--- src/rtl/st_adder_pkg.sv ---
`timescale 1ns/1ps
package st_adder_pkg;

  // joint enable positions on go_i
  typedef enum int unsigned {
    J_OPA   = 0,
    J_OPB   = 1,
    J_START = 2,
    J_UPD   = 3,
    J_ADD   = 4,
    J_CARRY = 5,
    J_SUM   = 6,
    J_RES   = 7
  } joint_e;

  localparam int NJ = 8;

  // returns {carry_out, sum}
  function automatic logic [1:0] full_add(input logic a, input logic b, input logic c);
    full_add = {(a & b) | (a & c) | (b & c), a ^ b ^ c};
  endfunction

endpackage

--- src/rtl/st_link.sv ---
`timescale 1ns/1ps
// Storage link: a value plus a full/empty flag.
module st_link #(
  parameter int W = 1
) (
  input  logic         clk,
  input  logic         rst_n,
  input  logic         fill,
  input  logic         drain,
  input  logic [W-1:0] din,
  output logic         full,
  output logic [W-1:0] dout
);
  always_ff @(posedge clk or negedge rst_n) begin
    if (!rst_n) begin
      full <= 1'b0;
      dout <= '0;
    end else if (fill) begin
      full <= 1'b1;
      dout <= din;
    end else if (drain) begin
      full <= 1'b0;
    end
  end
endmodule

--- src/rtl/st_token.sv ---
`timescale 1ns/1ps
// Data-less link: only the full/empty flag.
module st_token (
  input  logic clk,
  input  logic rst_n,
  input  logic fill,
  input  logic drain,
  output logic full
);
  always_ff @(posedge clk or negedge rst_n) begin
    if (!rst_n)     full <= 1'b0;
    else if (fill)  full <= 1'b1;
    else if (drain) full <= 1'b0;
  end
endmodule

--- src/rtl/st_shift_src.sv ---
`timescale 1ns/1ps
// Operand source: shift register, request token, and one-bit output link.
module st_shift_src #(
  parameter int N = 32
) (
  input  logic         clk,
  input  logic         rst_n,
  input  logic         load,
  input  logic [N-1:0] load_val,
  input  logic         go,
  input  logic         issue,
  input  logic         take,
  output logic         req_full,
  output logic         bit_full,
  output logic         bit_val
);
  logic [N-1:0] sreg;
  logic         fire;

  assign fire = go & req_full & ~bit_full;

  always_ff @(posedge clk or negedge rst_n) begin
    if (!rst_n)     sreg <= '0;
    else if (load)  sreg <= load_val;
    else if (fire)  sreg <= sreg >> 1;
  end

  st_token u_req (
    .clk(clk), .rst_n(rst_n), .fill(issue), .drain(fire), .full(req_full)
  );

  st_link #(.W(1)) u_bit (
    .clk(clk), .rst_n(rst_n), .fill(fire), .drain(take),
    .din(sreg[0]), .full(bit_full), .dout(bit_val)
  );
endmodule

--- src/rtl/st_ctrl.sv ---
`timescale 1ns/1ps
// Iteration control: count link, in-flight count buffer, sum-done token.
module st_ctrl #(
  parameter int N  = 32,
  parameter int CW = $clog2(N + 1)
) (
  input  logic          clk,
  input  logic          rst_n,
  input  logic          load,
  input  logic          go_start,
  input  logic          go_upd,
  input  logic          reqs_idle,
  input  logic          sum_mark,
  input  logic          finish,
  output logic          iter_start,
  output logic          ctl_full,
  output logic          ctl2_full,
  output logic          mark_full,
  output logic          at_end,
  output logic [CW-1:0] count
);
  logic [CW-1:0] ctl2_q;
  logic [CW-1:0] ctl_din;
  logic          upd;

  assign at_end     = ctl_full && (count == CW'(N));
  assign iter_start = go_start & ctl_full & (count != CW'(N)) & ~ctl2_full & reqs_idle;
  assign upd        = go_upd & ctl2_full & mark_full & ~ctl_full;
  assign ctl_din    = load ? '0 : ctl2_q + CW'(1);

  st_link #(.W(CW)) u_cnt (
    .clk(clk), .rst_n(rst_n), .fill(load | upd), .drain(iter_start | finish),
    .din(ctl_din), .full(ctl_full), .dout(count)
  );

  st_link #(.W(CW)) u_cnt_buf (
    .clk(clk), .rst_n(rst_n), .fill(iter_start), .drain(upd),
    .din(count), .full(ctl2_full), .dout(ctl2_q)
  );

  st_token u_mark (
    .clk(clk), .rst_n(rst_n), .fill(sum_mark), .drain(upd), .full(mark_full)
  );
endmodule

--- src/rtl/st_serial_adder.sv ---
`timescale 1ns/1ps
module st_serial_adder
  import st_adder_pkg::*;
#(
  parameter int N  = 32,
  localparam int CW = $clog2(N + 1)
) (
  input  logic              clk,
  input  logic              rst_n,
  input  logic              in_valid,
  output logic              in_ready,
  input  logic [N-1:0]      in_a,
  input  logic [N-1:0]      in_b,
  input  logic              in_cin,
  input  logic [NJ-1:0]     go_i,
  output logic              res_valid,
  input  logic              res_ready,
  output logic [N:0]        res_data
);
  logic          load;
  logic [N-1:0]  opnd [2];
  logic [1:0]    req_full, bit_full, bit_val;
  logic          iter_start, ctl_full, ctl2_full, mark_full, at_end;
  logic [CW-1:0] ctl_count;
  logic          lc_full, lc_q, ls_full, ls_q, lco_full, lco_q;
  logic [1:0]    fa_out;
  logic [N-1:0]  acc;
  logic          fire_add, fire_carry, fire_sum, fire_res, quiet;

  assign load    = in_valid & in_ready;
  assign opnd[0] = in_a;
  assign opnd[1] = in_b;

  // two operand sources, one per go bit J_OPA / J_OPB
  for (genvar g = 0; g < 2; g++) begin : g_src
    st_shift_src #(.N(N)) u_src (
      .clk(clk), .rst_n(rst_n), .load(load), .load_val(opnd[g]),
      .go(go_i[g]), .issue(iter_start), .take(fire_add),
      .req_full(req_full[g]), .bit_full(bit_full[g]), .bit_val(bit_val[g])
    );
  end

  st_ctrl #(.N(N), .CW(CW)) u_ctrl (
    .clk(clk), .rst_n(rst_n), .load(load),
    .go_start(go_i[J_START]), .go_upd(go_i[J_UPD]),
    .reqs_idle(~|req_full), .sum_mark(fire_sum), .finish(fire_res),
    .iter_start(iter_start), .ctl_full(ctl_full), .ctl2_full(ctl2_full),
    .mark_full(mark_full), .at_end(at_end), .count(ctl_count)
  );

  // joint guards
  assign fire_add   = go_i[J_ADD] & (&bit_full) & lc_full & ~ls_full & ~lco_full;
  assign fire_carry = go_i[J_CARRY] & lco_full & ~lc_full;
  assign fire_sum   = go_i[J_SUM] & ls_full & ~mark_full;
  assign fire_res   = go_i[J_RES] & at_end & lc_full & ~res_valid;

  assign fa_out = full_add(bit_val[0], bit_val[1], lc_q);

  st_link #(.W(1)) u_carry (
    .clk(clk), .rst_n(rst_n), .fill(load | fire_carry), .drain(fire_add | fire_res),
    .din(load ? in_cin : lco_q), .full(lc_full), .dout(lc_q)
  );

  st_link #(.W(1)) u_cout (
    .clk(clk), .rst_n(rst_n), .fill(fire_add), .drain(fire_carry),
    .din(fa_out[1]), .full(lco_full), .dout(lco_q)
  );

  st_link #(.W(1)) u_sbit (
    .clk(clk), .rst_n(rst_n), .fill(fire_add), .drain(fire_sum),
    .din(fa_out[0]), .full(ls_full), .dout(ls_q)
  );

  // sum bits enter at the top and move down, so bit 0 lands last at position 0
  always_ff @(posedge clk or negedge rst_n) begin
    if (!rst_n)        acc <= '0;
    else if (fire_sum) acc <= {ls_q, acc[N-1:1]};
  end

  st_link #(.W(N + 1)) u_result (
    .clk(clk), .rst_n(rst_n), .fill(fire_res), .drain(res_valid & res_ready),
    .din({lc_q, acc}), .full(res_valid), .dout(res_data)
  );

  assign quiet = ~(|req_full | |bit_full | lc_full | ls_full | lco_full |
                   ctl_full | ctl2_full | mark_full);
  assign in_ready = quiet & ~res_valid;
endmodule

--- config.mk ---
export PLATFORM = sky130hd
export DESIGN_NAME = st_serial_adder
export DESIGN_NICKNAME = d
export VERILOG_FILES = /design/src/rtl/st_adder_pkg.sv /design/src/rtl/st_link.sv /design/src/rtl/st_token.sv /design/src/rtl/st_shift_src.sv /design/src/rtl/st_ctrl.sv /design/src/rtl/st_serial_adder.sv
export SDC_FILE = /design/constraint.sdc
export NUM_CORES = 1
export LEC_CHECK = 0
export ABC_AREA = 1
export BUFFER_PORTS_ARGS = -buffer_cell sky130_fd_sc_hd__buf_2
export CORE_MARGIN = 3
export CORE_UTILIZATION = 52
export DETAILED_ROUTE_END_ITERATION = 6
export GPL_ROUTABILITY_DRIVEN = 0
export PLACE_DENSITY = 0.89
export SLEW_MARGIN = 20
export SYNTH_ARGS = -nofsm -noshare
export SYNTH_HDL_FRONTEND = slang
export SYNTH_SLANG_ARGS = --single-unit
--- constraint.sdc ---
create_clock -name clk -period 1.4 [get_ports clk]
set_input_delay 0.14 -clock clk [delete_from_list [all_inputs] [get_ports clk]]
set_output_delay 0.14 -clock clk [all_outputs]
set_load 0.005 [all_outputs]
==> results of run 1 <==
==> worst reg2reg max path: stages, from the launching register on <==
cell,delay (ps)
dfrtp_1,390
nor2_2,170
nand2_2,90
buf_6,120
nor2_4,190
nand3_4,160
buf_12,180
buf_8,130
clkbuf_16,160
nand3_2,60
nand2_1,80
==> metal layers <==
layer,vias to the layer above,share of wire [%]
met5,-,0
met4,0,4.3
met3,104,8.1
met2,489,51
met1,3596,37
li1,3378,-
==> cells in the final DEF (no fill, tap or decap), types with 12 or more instances in the layout <==
master     count
o21ai_1       19
nand3_2       27
buf_2        109
clkbuf_16     28
o21ai_0       54
nand2_1      305
buf_16        12
inv_1        123
nand3_1       46
dfrtp_1      157
buf_12        18
nand4_1       68
nand2_2       51
buf_4         34
==> sequential cells by signal, indices dropped and copies added, names as in the netlist <==
name                    cells
acc                        32
g_src.u_src.sreg           64
g_src.u_src.u_bit.dout      2
g_src.u_src.u_bit.full      2
g_src.u_src.u_req.full      2
u_carry.dout                1
u_carry.full                1
u_cout.dout                 1
u_cout.full                 1
u_ctrl.u_cnt.dout           6
u_ctrl.u_cnt.full           1
u_ctrl.u_cnt_buf.dout       6
u_ctrl.u_cnt_buf.full       1
u_ctrl.u_mark.full          1
u_result.dout              33
u_result.full               1
u_sbit.dout                 1
u_sbit.full                 1
==> area by class of cell <==
cell class | instances | area (sq um)
flip-flops and latches | 157 | 3929
fillers | 876 | 3445
multi-input cells | 620 | 3227
repair buffers | 205 | 2019
inverters | 126 | 473.0
clock buffers | 20 | 446.7
well taps | 180 | 225.2
clock inverters | 11 | 167.7
diodes | 1 | 2.502
==> cell families (layout without fill, tap and decap cells) <==
logic type      after synthesis  after routing
simple gates                532            533
buf+inv                     191            362
flops                       157            157
compound gates               84             84
fa+ha+maj                     2              2
xor+xnor                      1              1
other cells                   0              1
==> synth_stat cells <==
cell type / number
a21oi_1: 2
buf_2: 24
buf_4: 1
buf_6: 6
clkbuf_1: 34
clkinv_1: 2
dfrtp_1: 157
fa_1: 1
ha_1: 1
inv_1: 123
inv_2: 1
nand2_1: 366
nand3_1: 77
nand4_1: 68
nor2_1: 15
nor2_2: 2
nor4_1: 1
o21ai_0: 72
o21ai_1: 10
or2_1: 1
or2_2: 2
xor2_1: 1
==> timing repair <==
action	CTS	global route
resized for setup	72	117
pin swaps	7	31
hold buffers	5	0
hold endpoints to repair	161	0
endpoints found under the setup margin	103	117
setup buffers	17	10
cloned	14	14
==> where the power goes <==
| group | internal, mW | total, mW | switching, mW |
|---|---|---|---|
| logic | 1.48 | 3.68 | 2.20 |
| clock network | 3.02 | 4.87 | 1.85 |
| registers | 5.27 | 5.81 | 0.534 |
| total | 9.77 | 14.4 | 4.59 |
==> path summary, 6_finish.rpt <==
| kind | endpoint | slack (ps) | depth (start not counted) |
|---|---|---|---|
| setup / recovery | g_src[1].u_src.sreg[1]$_DFFE_PN0P_ | -450 | 10 |
| hold / removal | g_src[1].u_src.sreg[30]$_DFFE_PN0P_ | 20 | 5 |
| setup reg to reg | g_src[1].u_src.sreg[1]$_DFFE_PN0P_ | -450 | 10 |
| hold reg to reg | acc[12]$_DFFE_PN0P_ | 490 | 2 |
| max in group asynchronous | g_src[1].u_src.sreg[12]$_DFFE_PN0P_ | 740 | 3 |
| min in group asynchronous | u_result.dout[10]$_DFFE_PN0P_ | 130 | 2 |
==> metrics by stage <==
| step | setup TNS, ps | setup WS (ps) |
|---|---|---|
| after floorplan | -135.9 | -5.046 |
| after global placement | -723.5 | -37.20 |
| after detailed placement | -4397 | -97.53 |
| after CTS | -18210 | -292.9 |
| after global routing | -40570 | -544.5 |
| final | -35220 | -450.3 |
==> metrics.txt, run 1 <==
die area 15830 sq um; CTS root buf clkbuf_16; Synth Instances 967; Mapped Area 7465 sq um; FP Rows 43; met3 GRT Util 5.725%; Max VDD drop 0.9955 mV; grt ovf 0; worst-path fanout max 4; xor-xnor portion of the synthesized cell area 0.1173%; Reg-to-Reg Start g_src[1].u_src.u_req.full$_DFFE_PN0P_; RSZ-0062 raised after global routing yes; maxcap violations 0; placed wire-length estimate 10930 um; placed cell areas 8422 sq um; core area 13930 sq um; post-synthesis simple-gate area fraction 30.52%; Residual DRC 0; Final Util 75.28%; CP startpoint g_src[1].u_src.u_req.full$_DFFE_PN0P_; most used routing layer met2; adder-cell share of the synthesized area 0.4358%; top post-synthesis cells by area dfrtp_1 53%, nand2_1 18%, inv_1 6.2%; final slew viol count 0; layout cell share with drive strength beyond 1 30.29%; hold_sp in_b[30]; nets 1206; Worst EP arrival 2150 ps; Max-slew headroom 76.28%; final worst slack -450.3 ps; fin area 10490 sq um; port buffer count 111; dpl cells 1236; status complete, but fails checks; total power 14.35 mW; Req. time, crit path 1700 ps; DR vias/cell 5.733; First-pass DRT Iterations 7; pin count of the biggest net entering global routing 66; Hold Vio Cnt, Final 0; Tcrit/Tclk final 132.2%; Worst Setup End Kind flip-flop; Die X 125.8 um; CP Cell Sequence nor2_2, nand2_2, buf_6, nor2_4, nand3_4, buf_12, buf_8, clkbuf_16, nand3_2, nand2_1; failing checks negative setup slack; distinct cell type count after synthesis 22; Pwr Density 1368 nW/um^2; Clock transition at path regs 60 ps; top cell type by total area after synthesis dfrtp_1; drt wl/cell 18.50 um; remaining antenna violation count after routing 0; final setup vio count 108; clk sinks 157; LEAKAGE 5.641 nW; Slowest-stage cell, CP dfrtp_1; count of non-filler cells in the finished layout 1320; Starting Density 53.57%; GR Util All Layers 26.57%; Worst setup SP type flip-flop; WS Path Type reg -> reg; CTS tree yes; Critical Path Max Stage Delay 390 ps; initial antenna violation count 0; Fmax 540.5 MHz; crit-path leading delay family simple AND/OR/NAND/NOR gates; Synth warnings 0; initial DRC count 928; global routing usage on met2 45.72%; via count of the first global-routing pass 7018; Yosys reg bits 157; worst-skew pair later-pin latency 420 ps; slew at the pin with the worst max-slew slack 355.7 ps; classification of the worst-slack hold path in -> reg; Area Overhead vs Synth 40.53%; largest family of logic cells by synthesized area simple AND/OR/NAND/NOR gates; Compound-Gate Fraction of Synth Area 5.632%; Fin Hold WS 18.19 ps; Inserted Clock Buffers 17; Seq/Total Area, Yosys 52.63%; IO Pins 112; Die Height 125.8 um; syn avg cell area 7.719 sq um; syn_nets 1046; first-pass GRT wire length 33930 um; multiplexer share of the synthesized area 0%; H-tree levels 4; vias post-DR 7567; final worst path period need 1850 ps; Buf/Inv on CP 4; Max Clock Skew 8.100 ps; CTS max path bufs 2; Post-Route WL 24420 um; grt met1 use 31.80%; post-synth top area share 52.63%
Note: power is estimated with default switching activity, not from simulation.
==> inputs of run 2 (changes only) <==
--- a/config.mk
+++ b/config.mk
@@ -5,13 +5,12 @@
 export SDC_FILE = /design/constraint.sdc
 export NUM_CORES = 1
 export LEC_CHECK = 0
-export ABC_AREA = 1
 export BUFFER_PORTS_ARGS = -buffer_cell sky130_fd_sc_hd__buf_2
 export CORE_MARGIN = 3
-export CORE_UTILIZATION = 52
+export CORE_UTILIZATION = 50
 export DETAILED_ROUTE_END_ITERATION = 6
 export GPL_ROUTABILITY_DRIVEN = 0
-export PLACE_DENSITY = 0.89
+export PLACE_DENSITY = 0.87
 export SLEW_MARGIN = 20
 export SYNTH_ARGS = -nofsm -noshare
 export SYNTH_HDL_FRONTEND = slang
==> run 2 against run 1 <==
The run still ends with negative setup slack left. Non-clock buffer count is 48 higher. Synthesized area shrank 12%. Setup slack gained 64 ps. Die area shrank 8.2%. Clock-buffer cell count is 2 lower. Design area fell by 3.1%. Worst hold slack improved by 43 ps. Fmax is 3.6% higher. Utilization up 4.6 points. Total power is 32% lower. Synthesized cell count decreased by 46%. Largest cell class unchanged.
==> metrics.txt, run 2 <==
Area Overhead vs Synth 55.05%; most flop-heavy register g_src.u_src.sreg; Starting Density 51.54%; Post-Route WL 20920 um; layout cell share with drive strength beyond 1 50.19%; via count of the first global-routing pass 5660; port buffer count 111; Max VDD drop 1.065 mV; Reg power frac 46.6%; fin area 10170 sq um; top cell type by total area after synthesis dfrtp_1; placed wire-length estimate 9111 um; Max-slew headroom 76.06%; IO Pins 112; initial DRC count 396; Net Sw Frac 21.78%; Seq/Total Area, Yosys 59.91%; RSZ-0062 raised after global routing yes; fill count 656; post-synth top area share 59.91%; syn_nets 600; Pwr Density 957.3 nW/um^2; Synth warnings 0; Worst Setup End Kind output port; classification of the worst-slack hold path in -> reg; clk sinks 157; Residual DRC 0; multi-input logic area 2973 sq um; number of flip-flops in the largest register 64; most common cell in the netlist dfrtp_1; CTS root buf clkbuf_16; switching power 2.120 mW; Die X 120.5 um; status complete, but fails checks; placed cell areas 7547 sq um; largest registers g_src.u_src.sreg (64), u_result.dout (33), acc (32); Buf/Inv on CP 2; grt ovf 0; CTS tree yes; final setup vio count 149; Mapped Area 6558 sq um; drt wl/cell 22.04 um; Pint 7.613 mW; Main synth FF type dfrtp_1; pin count of the biggest net entering global routing 42; total power 9.733 mW; Inserted Clock Buffers 17; Die Height 120.5 um; First-pass DRT Iterations 5; failing checks negative setup slack; Clock transition at path regs 60 ps; distinct cell type count after synthesis 33; top post-synthesis cells by area dfrtp_1 60%, mux2_2 13%, mux2i_1 9.6%; die area 14530 sq um; most common cell after layout, fill and taps aside dfrtp_1; most frequent cells in the layout 155 x dfrtp_1, 109 x buf_2, 69 x dlygate4sd3_1, 66 x mux2_2, 61 x mux2i_1; vias post-DR 5376; core area 12720 sq um; DR vias/cell 5.665; top cells by instance count after synthesis 157 x dfrtp_1, 77 x nand2_1, 74 x mux2_2; maxcap violations 0; final worst slack -386.8 ps; Max Clock Skew 13.30 ps; Post-synth ARST share 100.0%; Worst setup SP type flip-flop; first-pass GRT wire length 29880 um; Gate power share 4.3%; Clock power frac 49.0%; remaining antenna violation count after routing 0; final worst path period need 1787 ps; initial antenna violation count 0; Hold Vio Cnt, Final 0; count of non-filler cells in the finished layout 949; dpl cells 804; worst-path fanout max 2; WS Path Type reg -> out; storage element area 3931 sq um; syn avg cell area 12.59 sq um; FP Rows 41; slew at the pin with the worst max-slew slack 349.2 ps; crit-path leading delay family simple AND/OR/NAND/NOR gates; CTS max path bufs 2; Req. time, crit path 1260 ps; worst-skew pair later-pin latency 430 ps; Fin Hold WS 60.90 ps; Post-synth EDFFs 0; CP Cell Sequence nor4_4, buf_4, and3_4, buf_6; GR Util All Layers 26.99%; ANT cells 0; final slew viol count 0; Slowest-stage cell, CP dfrtp_1; LEAKAGE 5.562 nW; H-tree levels 4; Yosys reg bits 157; Fmax 559.7 MHz; Worst EP arrival 1650 ps; Synth Instances 521; nets 843; Critical Path Max Stage Delay 420 ps; Tcrit/Tclk final 127.6%
==> run 2: cell types whose count changed after synthesis, sizes merged, moves of 32 or more <==
| cell | change |
|---|---|
| mux2 | +74 |
| clkbuf | -32 |
| inv | -121 |
| nand2 | -289 |
| mux2i | +63 |
| nand3 | -70 |
| nand4 | -66 |
==> run 2: cell type report <==
type | instances | area share, %
Clock buffer | 18 | 4.319
Clock inverter | 14 | 1.661
Inverter | 3 | 0.1108
Multi-Input combinational cell | 332 | 29.24
Sequential cell | 157 | 38.67
Tap cell | 172 | 2.117
Timing Repair Buffer | 253 | 23.89
==> run 2: power groups by stage <==
stage / Sequential (mW) / Combinational, mW / Clock [mW]
after CTS: 4.54 / 0.390 / 4.76
after global routing: 4.53 / 0.454 / 5.01
after global placement: 4.62 / 0.229 / 0
final: 4.54 / 0.422 / 4.77
after detailed placement: 4.62 / 0.234 / 0
after floorplan: 4.62 / 0.00105 / 0
==> run 2: worst register-to-register path, stage by stage (launching register included) <==
cell and delay [ps]:
dfrtp_1 410, nor4_4 350, and4_4 350, buf_4 180, buf_12 160, nand2_1 90, o21ai_1 90
==> run 2: per-stage QoR <==
| stage | utilization, % | setup WS [ps] | TNS (ps) |
|---|---|---|---|
| floorplan | - | -118.6 | -6710 |
| global placement | 59.32 | -127.1 | -9247 |
| detailed placement | 59.32 | -282.9 | -19700 |
| CTS | 75.97 | -344.9 | -21950 |
| global route | 79.92 | -429.3 | -39370 |
| finish | 79.92 | -386.8 | -31400 |
==> run 2: cell families (layout without fill, tap and decap cells) <==
family | after synthesis | after routing | synth area share (%)
buf+inv | 32 | 288 | 2.652
flops | 157 | 157 | 59.91
fa+ha+maj | 2 | 2 | 0.4961
simple gates | 111 | 111 | 7.766
compound gates | 78 | 78 | 6.316
xor+xnor | 4 | 4 | 0.5343
mux | 137 | 137 | 22.32
==> run 2: metal layers <==
| layer | vias up | GRT usage [%] | routed length (um) |
|---|---|---|---|
| met4 | 0 | 11.40 | 669 |
| met3 | 61 | 5.098 | 1113 |
| met5 | - | 0 | 0 |
| met2 | 222 | 48.24 | 11100 |
| met1 | 2762 | 31.84 | 8035 |
| li1 | 2331 | - | - |
==> run 2: path summary, 6_finish.rpt <==
kind,start,to,slack [ps],depth (start not counted)
setup / recovery,g_src[0].u_src.u_bit.full$_DFFE_PN0P_,in_ready,-390,4
hold / removal,go_i[1],g_src[1].u_src.u_req.full$_DFFE_PN0P_,60,4
setup reg to reg,u_cout.full$_DFFE_PN0P_,g_src[0].u_src.sreg[22]$_DFFE_PN0P_,-330,6
hold reg to reg,u_result.dout[13]$_DFFE_PN0P_,u_result.dout[13]$_DFFE_PN0P_,500,1
max in group asynchronous,rst_n,g_src[1].u_src.sreg[21]$_DFFE_PN0P_,680,3
min in group asynchronous,rst_n,acc[10]$_DFFE_PN0P_,170,2
==> run 2: what timing repair did <==
| item | in CTS | in global routing |
|---|---|---|
| gates cloned | 13 | 7 |
| setup buffers | 18 | 10 |
| hold buffers | 69 | 0 |
| gates resized for setup | 95 | 81 |
| endpoints found under the hold margin | 225 | 0 |
| setup endpoints to repair | 119 | 152 |
| pin swaps | 31 | 23 |
